===== src/rtl/octdac_pkg.sv =====
package octdac_pkg;

    localparam int FRAME_W = 16;
    localparam int NUM_CH  = 8;
    localparam int ADDR_W  = $clog2(NUM_CH);
    localparam int GROUPS  = 2;

    // Control function selected by frame bits 14:13
    typedef enum logic [1:0] {
        CTL_REF  = 2'b00,
        CTL_PWR  = 2'b01,
        CTL_RSV2 = 2'b10,
        CTL_RSV3 = 2'b11
    } ctl_fn_e;

endpackage


===== src/rtl/octdac_sync.sv =====
module octdac_sync #(
    parameter int              WIDTH   = 1,
    parameter int              STAGES  = 2,
    parameter logic [WIDTH-1:0] RST_VAL = '0
) (
    input  logic             clk,
    input  logic             rst_n,
    input  logic [WIDTH-1:0] async_i,
    output logic [WIDTH-1:0] sync_o
);

    logic [WIDTH-1:0] stage_q [STAGES];
    logic [WIDTH-1:0] stage_d [STAGES];

    always_comb begin
        stage_d[0] = async_i;
        for (int i = 1; i < STAGES; i++) begin
            stage_d[i] = stage_q[i-1];
        end
    end

    always_ff @(posedge clk or negedge rst_n) begin
        if (!rst_n) begin
            for (int i = 0; i < STAGES; i++) begin
                stage_q[i] <= RST_VAL;
            end
        end else begin
            for (int i = 0; i < STAGES; i++) begin
                stage_q[i] <= stage_d[i];
            end
        end
    end

    assign sync_o = stage_q[STAGES-1];

endmodule


===== src/rtl/octdac_rx.sv =====
module octdac_rx
    import octdac_pkg::*;
(
    input  logic               clk,
    input  logic               rst_n,
    input  logic               sclk_s,
    input  logic               frame_n_s,
    input  logic               din_s,
    output logic               frame_vld,
    output logic [FRAME_W-1:0] frame_word
);

    localparam int               CNT_W = $clog2(FRAME_W + 1);
    localparam logic [CNT_W-1:0] LAST  = CNT_W'(FRAME_W - 1);
    localparam logic [CNT_W-1:0] FULL  = CNT_W'(FRAME_W);

    typedef struct packed {
        logic               sclk_prev;
        logic [FRAME_W-1:0] shreg;
        logic [CNT_W-1:0]   cnt;
        logic               vld;
    } rx_t;

    rx_t rx_q, rx_d;
    logic fall;

    always_comb begin
        rx_d           = rx_q;
        rx_d.vld       = 1'b0;
        rx_d.sclk_prev = sclk_s;
        fall           = rx_q.sclk_prev & ~sclk_s;
        if (frame_n_s) begin
            // idle or interrupted: any partial frame is forgotten
            rx_d.cnt = '0;
        end else if (fall && rx_q.cnt != FULL) begin
            rx_d.shreg = {rx_q.shreg[FRAME_W-2:0], din_s};
            rx_d.cnt   = rx_q.cnt + 1'b1;
            if (rx_q.cnt == LAST) begin
                rx_d.vld = 1'b1;
            end
        end
    end

    always_ff @(posedge clk or negedge rst_n) begin
        if (!rst_n) begin
            rx_q <= '{sclk_prev: 1'b1, default: '0};
        end else begin
            rx_q <= rx_d;
        end
    end

    assign frame_vld  = rx_q.vld;
    assign frame_word = rx_q.shreg;

endmodule


===== src/rtl/octdac_bank.sv =====
module octdac_bank
    import octdac_pkg::*;
#(
    parameter int CODE_W = 12
) (
    input  logic                     clk,
    input  logic                     rst_n,
    input  logic                     frame_vld,
    input  logic [FRAME_W-1:0]       frame_word,
    input  logic                     xfer_s,
    output logic [NUM_CH*CODE_W-1:0] dac_flat,
    output logic [NUM_CH-1:0]        pwr_down,
    output logic [GROUPS-1:0]        ref_buf,
    output logic [GROUPS-1:0]        ref_vdd
);

    localparam int CODE_MSB = FRAME_W - 1 - 1 - ADDR_W;

    typedef logic [CODE_W-1:0] code_t;

    typedef struct packed {
        code_t [NUM_CH-1:0] in_reg;
        code_t [NUM_CH-1:0] dac_reg;
        logic  [NUM_CH-1:0] pd;
        logic  [GROUPS-1:0] rbuf;
        logic  [GROUPS-1:0] rvdd;
    } bank_t;

    bank_t bank_q, bank_d;

    logic              is_ctl;
    logic [ADDR_W-1:0] addr;
    code_t             code;
    ctl_fn_e           fn;
    logic              unused_word;

    assign is_ctl      = frame_word[FRAME_W-1];
    assign addr        = frame_word[FRAME_W-2 -: ADDR_W];
    assign code        = frame_word[CODE_MSB -: CODE_W];
    assign fn          = ctl_fn_e'(frame_word[FRAME_W-2 -: 2]);
    assign unused_word = ^frame_word;

    always_comb begin
        bank_d = bank_q;
        if (frame_vld) begin
            if (!is_ctl) begin
                bank_d.in_reg[addr] = code;
            end else begin
                case (fn)
                    CTL_REF: begin
                        bank_d.rbuf = frame_word[GROUPS-1:0];
                        bank_d.rvdd = frame_word[2*GROUPS-1:GROUPS];
                    end
                    CTL_PWR: bank_d.pd = frame_word[NUM_CH-1:0];
                    default: ;
                endcase
            end
        end
        if (xfer_s) begin
            for (int i = 0; i < NUM_CH; i++) begin
                bank_d.dac_reg[i] = bank_q.in_reg[i];
            end
        end
    end

    always_ff @(posedge clk or negedge rst_n) begin
        if (!rst_n) begin
            bank_q <= '0;
        end else begin
            bank_q <= bank_d;
        end
    end

    for (genvar g = 0; g < NUM_CH; g++) begin : g_out
        assign dac_flat[g*CODE_W +: CODE_W] = bank_q.dac_reg[g];
    end

    assign pwr_down = bank_q.pd;
    assign ref_buf  = bank_q.rbuf;
    assign ref_vdd  = bank_q.rvdd;

endmodule


===== src/rtl/octdac_front.sv =====
module octdac_front
    import octdac_pkg::*;
#(
    parameter int CODE_W      = 12,
    parameter int SYNC_STAGES = 2
) (
    input  logic                     clk,
    input  logic                     rst_n,
    input  logic                     ser_clk_i,
    input  logic                     ser_frame_n_i,
    input  logic                     ser_data_i,
    input  logic                     load_n_i,
    output logic [NUM_CH*CODE_W-1:0] dac_codes_o,
    output logic [NUM_CH-1:0]        pwr_down_o,
    output logic [GROUPS-1:0]        ref_buf_o,
    output logic [GROUPS-1:0]        ref_vdd_o
);

    // pin order in the sync vector: {load_n, data, frame_n, sclk}
    localparam logic [3:0] PIN_IDLE = 4'b1011;

    logic [3:0]         pins_s;
    logic               sclk_s, frame_n_s, din_s, xfer_s;
    logic               frame_vld;
    logic [FRAME_W-1:0] frame_word;

    octdac_sync #(
        .WIDTH   (4),
        .STAGES  (SYNC_STAGES),
        .RST_VAL (PIN_IDLE)
    ) u_sync (
        .clk     (clk),
        .rst_n   (rst_n),
        .async_i ({load_n_i, ser_data_i, ser_frame_n_i, ser_clk_i}),
        .sync_o  (pins_s)
    );

    assign sclk_s    = pins_s[0];
    assign frame_n_s = pins_s[1];
    assign din_s     = pins_s[2];
    assign xfer_s    = ~pins_s[3];

    octdac_rx u_rx (
        .clk        (clk),
        .rst_n      (rst_n),
        .sclk_s     (sclk_s),
        .frame_n_s  (frame_n_s),
        .din_s      (din_s),
        .frame_vld  (frame_vld),
        .frame_word (frame_word)
    );

    octdac_bank #(
        .CODE_W (CODE_W)
    ) u_bank (
        .clk        (clk),
        .rst_n      (rst_n),
        .frame_vld  (frame_vld),
        .frame_word (frame_word),
        .xfer_s     (xfer_s),
        .dac_flat   (dac_codes_o),
        .pwr_down   (pwr_down_o),
        .ref_buf    (ref_buf_o),
        .ref_vdd    (ref_vdd_o)
    );

endmodule


===== config.mk =====
export PLATFORM = sky130hd
export DESIGN_NAME = octdac_front
export DESIGN_NICKNAME = d
export VERILOG_FILES = /design/src/rtl/octdac_pkg.sv /design/src/rtl/octdac_sync.sv /design/src/rtl/octdac_rx.sv /design/src/rtl/octdac_bank.sv /design/src/rtl/octdac_front.sv
export SDC_FILE = /design/constraint.sdc
export NUM_CORES = 1
export LEC_CHECK = 0
export BUFFER_PORTS_ARGS = -buffer_cell sky130_fd_sc_hd__buf_2
export CAP_MARGIN = 10
export CORE_UTILIZATION = 36
export CTS_CLUSTER_SIZE = 40
export DETAILED_ROUTE_END_ITERATION = 16
export SYNTH_ARGS = -nofsm -noshare
export SYNTH_HDL_FRONTEND = slang
export SYNTH_SLANG_ARGS = --single-unit

===== constraint.sdc =====
create_clock -name clk -period 2.4 [get_ports clk]
set_input_delay 0.48 -clock clk [delete_from_list [all_inputs] [get_ports clk]]
set_output_delay 0.48 -clock clk [all_outputs]
set_load 0.02 [all_outputs]

==> metrics.txt, run 1 <==
Peak VDD IR 0.5040 mV; htree depth 1; RSZ-0062 raised after global routing no; Critical Path RT 2.78 ns; post-cts resize count 0; post-synthesis sequential area ratio 0.6037; most frequent cells in the layout 228 x dfrtp_1, 210 x mux2_2, 112 x buf_2; critical path's largest stage delay 0.41 ns; Startpoint Class flip-flop; result of the run complete, but fails checks; CP top delay family simple AND/OR/NAND/NOR gates; drt wl/cell 18.77 microns; Leak 5.742 nW; sw frac 0.2403; buffers added on ports 113; failing checks DRC; router iterations before antenna repair 12; Final #Nets 657; # IOs 114; WHS 0.07272 ns; Max-cap violations 0; DRC 8; Internal Dissipation 6.239 mW; synthesized area 9756 sq um; proportion of layout cells with a drive suffix above 1 0.6036; synthesized area per cell 15.22 sq um; initial core utilization 0.3702; DR vias 4729; initial antenna violation count 0; crit path max fanout 16; setup bufs post-CTS 0; gr ovfl total 0; GR Util met2 0.2329; P&R area growth vs syn 9.055%; # diodes 0; Die Span Y 166.6 microns; global-route wire length before repair 29420 microns; Synth Flop Type dfrtp_1; crit path buf inv count 1; cells after synthesis 641; Die ar. 27760 sq um; Max Slew Vio Count 0; Tightest Pin Transition 0.7715 ns; clock latency on the worst-skew pair 0.50 ns; slowest CP cell dfrtp_1; cts hold-fix bufs 1; Rows 59; grt met3 use 0.02875; synthesized net count 650; PwrDens 772.0 nW/um^2; total global-route track usage 0.1371; Synth Warn # 0; GRT met1 Usage 0.1791; Routed WL 18790 microns; Setup-failing EPs final 0; Clk pwr share 0.434; post-DP HPWL 11950 microns; CTS tree yes; combinational power share 0.030; width of the die 166.6 microns; Max-slew headroom 0.4856; register bit total from synthesis 235; most common cell after layout, fill and taps aside dfrtp_1; Fillers 2430; Crit. End Element flip-flop; gp weighted congestion 0.6730; NetSw 1.974 mW; core area 26350 sq um; CTS clk-pin slew, worst paths 0.06 ns; Seq pwr share 0.536; CTS Buf Count 25; CTS Root Cell clkbuf_16; largest net degree at the start of global routing 97; clk buf depth 3; post-synth cell types 38; vias in the first global route 5033; Hold Fails Final Rpt 0; Achievable Freq 565.9 MHz; global route hottest layer met2; Final Skew 0.008190 ns; Hold Crit Class in2reg; Vias/cell 4.724; CP Cell Sequence inv_1 -> ha_1 -> nand4bb_1 -> nand2_2 -> mux2_2; Final Critical Period 1.767 ns; DRT antenna net count 0; Initial DRC Count 195; setup total negative slack 0 ns; Worst Path Arrival 2.15 ns; asr flop ratio synth 1.000; WS Path Type reg2reg; fin crit share 0.7363; TritonCTS sink count 235; number of synthesized flops with an enable pin 0
==> registers in the layout (all words and copies together) (netlist names) <==
| signal | count |
|---|---|
| u_bank.dac_flat | 96 |
| u_rx.rx_q | 6 |
| u_bank.ref_buf | 2 |
| u_rx.frame_vld | 1 |
| u_bank.bank_q | 96 |
| u_bank.pwr_down | 8 |
| u_sync.sync_o | 4 |
| u_rx.frame_word | 16 |
| u_bank.ref_vdd | 2 |
| u_sync.stage_d | 4 |
==> routing by layer <==
| metal | share of wire | vias to the layer above |
|---|---|---|
| met5 | 0 | - |
| met4 | 0.015 | 0 |
| met3 | 0.047 | 23 |
| met2 | 0.49 | 99 |
| met1 | 0.45 | 2505 |
| li1 | - | 2102 |
==> per-stage QoR <==
stage | worst slack [ns] | power (mW) | cell area [sq um] | instances | util
global route | 0.5770 | 8.573 | 10640 | 1001 | 0.4037
finish | 0.6328 | 8.213 | 10640 | 1001 | 0.4037
floorplan | 0.8297 | 4.387 | 9756 | 641 | -
global placement | 0.7640 | 4.736 | 9848 | 955 | 0.3737
detailed placement | 0.6458 | 4.755 | 9848 | 955 | 0.3737
CTS | 0.6375 | 8.396 | 10640 | 1001 | 0.4037
==> logic make-up after synthesis <==
logic type / after synthesis / share of synthesized area
and+or+nand+nor: 31 / 0.02604
DFF: 235 / 0.6037
muxes: 220 / 0.2578
adders and majority gates: 3 / 0.003848
buffers and inverters: 145 / 0.1040
AOI/OAI and AO/OA: 7 / 0.004618
==> area by class of cell <==
cell class / instances / area (sq um) / share of cell area
flip-flops and latches: 235 / 5893 / 0.5539
multi-input cells: 261 / 2851 / 0.2680
clock buffers: 36 / 726.9 / 0.06833
repair buffers: 122 / 683.2 / 0.06421
well taps: 335 / 419.2 / 0.03940
clock inverters: 9 / 53.80 / 0.005057
inverters: 3 / 11.26 / 0.001058
==> worst paths after layout <==
path	startpoint	endpoint	slack [ns]	cells past startpoint
max	u_rx.rx_q[2]	u_rx.frame_word[13]	0.63	5
min	ser_frame_n_i	u_sync.stage_d[1]	0.07	1
max reg2reg	u_rx.rx_q[2]	u_rx.frame_word[13]	0.63	5
min reg2reg	u_sync.stage_d[1]	u_sync.sync_o[1]	0.36	0
max in group asynchronous	rst_n	u_sync.stage_d[3]	1.21	3
min in group asynchronous	rst_n	u_bank.dac_flat[78]	0.46	2
==> synthesized netlist by cell type (all sizes together), types with 3 or more instances <==
cell type	instances	area, sq um
and3	3	20.02
buf	131	952.1
clkbuf	11	51.30
dfrtp	228	5705
dfstp	7	183.9
ha	3	37.54
inv	3	11.26
mux2	220	2515
nand2	4	22.52
nand2b	4	32.53
nand3	3	20.02
nor2	4	15.01
nor3b	3	43.79
==> worst register-to-register path, stage by stage (launching register included) <==
cell and delay [ns]:
dfrtp_1 0.41, inv_1 0.11, ha_1 0.16, nand4bb_1 0.21, nand2_2 0.37, mux2_2 0.40
==> power groups by stage <==
stage	clock [mW]	combinational [mW]	sequential (mW)
floorplan	0	0.251	4.14
global route	3.87	0.274	4.43
CTS	3.71	0.254	4.43
finish	3.57	0.244	4.40
global placement	0	0.239	4.50
detailed placement	0	0.252	4.50
Note: power is estimated with default switching activity, not from simulation.
==> run 2: changes to the inputs <==
==> constraint.sdc (replaced) <==
create_clock -name clk -period 1.7 [get_ports clk]
set_input_delay 0.34 -clock clk [delete_from_list [all_inputs] [get_ports clk]]
set_output_delay 0.34 -clock clk [all_outputs]
set_load 0.02 [all_outputs]
==> metrics.txt, run 2 (synthesis gave the netlist of run 1 again) <==
WS Path Type reg2reg; gr ovfl total 0 (unchanged); NetSw 2.878 mW (+46%); Max-cap violations 0 (unchanged); hold path cells 0 (-1); initial core utilization 0.3702 (unchanged); buffers added on ports 113 (unchanged); most frequent cells in the layout 228 x dfrtp_1, 210 x mux2_2, 112 x buf_2; Die Span Y 166.6 microns (unchanged); CTS Root Cell clkbuf_16; sw frac 0.2303 (-0.009990); failing checks DRC; most common cell after layout, fill and taps aside dfrtp_1; # diodes 0 (unchanged); Rows 59 (unchanged); P&R area growth vs syn 12.12%; DR vias 4743 (+0.30%); Peak VDD IR 0.5988 mV (+19%); combinational power share 0.030 (about the same); Die ar. 27760 sq um (unchanged); Vias/cell 4.668 (-1.2%); htree depth 1 (unchanged); Leak 5.882 nW (+2.4%); setup total negative slack 0 ns (unchanged); Final #Nets 673 (+2.4%); width of the die 166.6 microns (unchanged); Critical Path RT 2.09 ns (-0.69 ns); Setup-failing EPs final 0 (unchanged); PwrDens 1142 nW/um^2 (+48%); Worst Path Arrival 2.02 ns (-0.13 ns); Clk pwr share 0.469 (+0.035); setup bufs post-CTS 0 (unchanged); # IOs 114 (unchanged); Initial DRC Count 207 (+6.2%); global-route wire length before repair 31310 microns (+6.4%); RSZ-0062 raised after global routing yes; CTS clk-pin slew, worst paths 0.06 ns (about the same); initial antenna violation count 0 (unchanged); DRC 9 (+1); final worst setup slack 0.07312 ns (-0.5597 ns); crit path max fanout 12 (-4); Max-slew headroom 0.4022 (-0.08348); Final Critical Period 1.627 ns (-0.1403 ns); vias in the first global route 5325 (+5.8%); Post-Place Worst Slack 0.01280 ns (-0.6330 ns); proportion of layout cells with a drive suffix above 1 0.6050 (+0.001389); core area 26350 sq um (unchanged); clock latency on the worst-skew pair 0.51 ns (about the same); final core occ 0.4150 (+0.01135); CTS tree yes; post-DP HPWL 12500 microns (+4.6%); Tightest Pin Transition 0.8967 ns (+0.1252 ns); Fillers 2353 (-3.2%); fin crit share 0.9570 (+0.2207); Routed WL 19470 microns (+3.6%); total global-route track usage 0.1450 (+0.007824); Hold Crit Class reg2reg; DRT antenna net count 0 (unchanged); drt wl/cell 19.17 microns (+2.1%); router iterations before antenna repair 10 (-2); CTS Buf Count 26 (+4.0%); largest net degree at the start of global routing 67 (-31%); Achievable Freq 614.7 MHz (+8.6%); clk buf depth 3 (unchanged); Hold Fails Final Rpt 0 (unchanged); Crit. End Element flip-flop; gp weighted congestion 0.7140 (+6.1%); cell depth of the worst flop-to-flop path 3 (-2); Internal Dissipation 9.616 mW (+54%); Final Skew 0.009812 ns (+0.001622 ns); Startpoint Class flip-flop; Seq pwr share 0.502 (-0.034); TritonCTS sink count 235 (unchanged); result of the run complete, but fails checks; Overall Power 12.49 mW (+52%); Max Slew Vio Count 0 (unchanged)
==> run 2: cell count changes in the layout (fill, tap and decap cells not counted), sizes merged <==
cell	previous run	this run
bufinv	0	4
dlygate4sd3	1	5
buf	121	132
clkinvlp	2	1
clkbuf	36	39
clkinv	7	1
==> run 2: power groups by stage <==
| stage | logic, mW | registers (mW) | clock network (mW) |
|---|---|---|---|
| CTS | 0.384 | 6.27 | 6.04 |
| global route | 0.419 | 6.29 | 6.26 |
| finish | 0.371 | 6.27 | 5.85 |
| global placement | 0.356 | 6.36 | 0 |
| floorplan | 0.354 | 5.84 | 0 |
| detailed placement | 0.375 | 6.38 | 0 |
==> run 2: final cells by class <==
type,instances,area (sq um),area share
sequential,235,5893,0.5388
multi-input combinational,261,2858,0.2613
timing repair buffer,137,843.3,0.07710
clock buffer,39,780.7,0.07138
tap,335,419.2,0.03832
clock inverter,6,132.6,0.01213
inverter,3,11.26,0.001030
==> run 2: routing by layer <==
layer / vias up / global-route usage / wire, microns
met3: 34 / 0.02947 / 955
met2: 104 / 0.2413 / 9252
met4: 0 / 0.04227 / 442
met1: 2475 / 0.1911 / 8822
met5: - / 0 / 0
li1: 2130 / - / -
==> run 2: repair_timing <==
action	4_1_cts	5_1_grt
hold buffers	5	0
setup endpoints to repair	2	19
pin swaps	0	1
endpoints found under the hold margin	55	0
resized for setup	1	1
==> run 2: critical path: stages (launching register included) <==
cell and delay, ns:
dfrtp_1 0.46, nor3b_4 0.36, and2b_4 0.32, mux2_2 0.36
==> run 2: final timing paths <==
check                                    start                   to  slack (ns)
setup / recovery           u_rx.frame_word[12]   u_bank.bank_q[190]        0.07
hold / removal               u_sync.stage_d[2]     u_sync.sync_o[2]        0.34
setup reg to reg           u_rx.frame_word[12]   u_bank.bank_q[190]        0.07
hold reg to reg              u_sync.stage_d[2]     u_sync.sync_o[2]        0.34
max in group asynchronous                rst_n  u_rx.frame_word[11]        0.66
min in group asynchronous                rst_n   u_bank.bank_q[192]        0.38
==> run 2: metrics by stage <==
stage               hold WS [ns]  std cells  cell area [sq um]
floorplan                0.04441        641               9756
global placement          0.3447        966               9968
detailed placement        0.3347        966               9968
CTS                       0.3424       1016              10930
global route              0.3514       1016              10940
finish                    0.3429       1016              10940
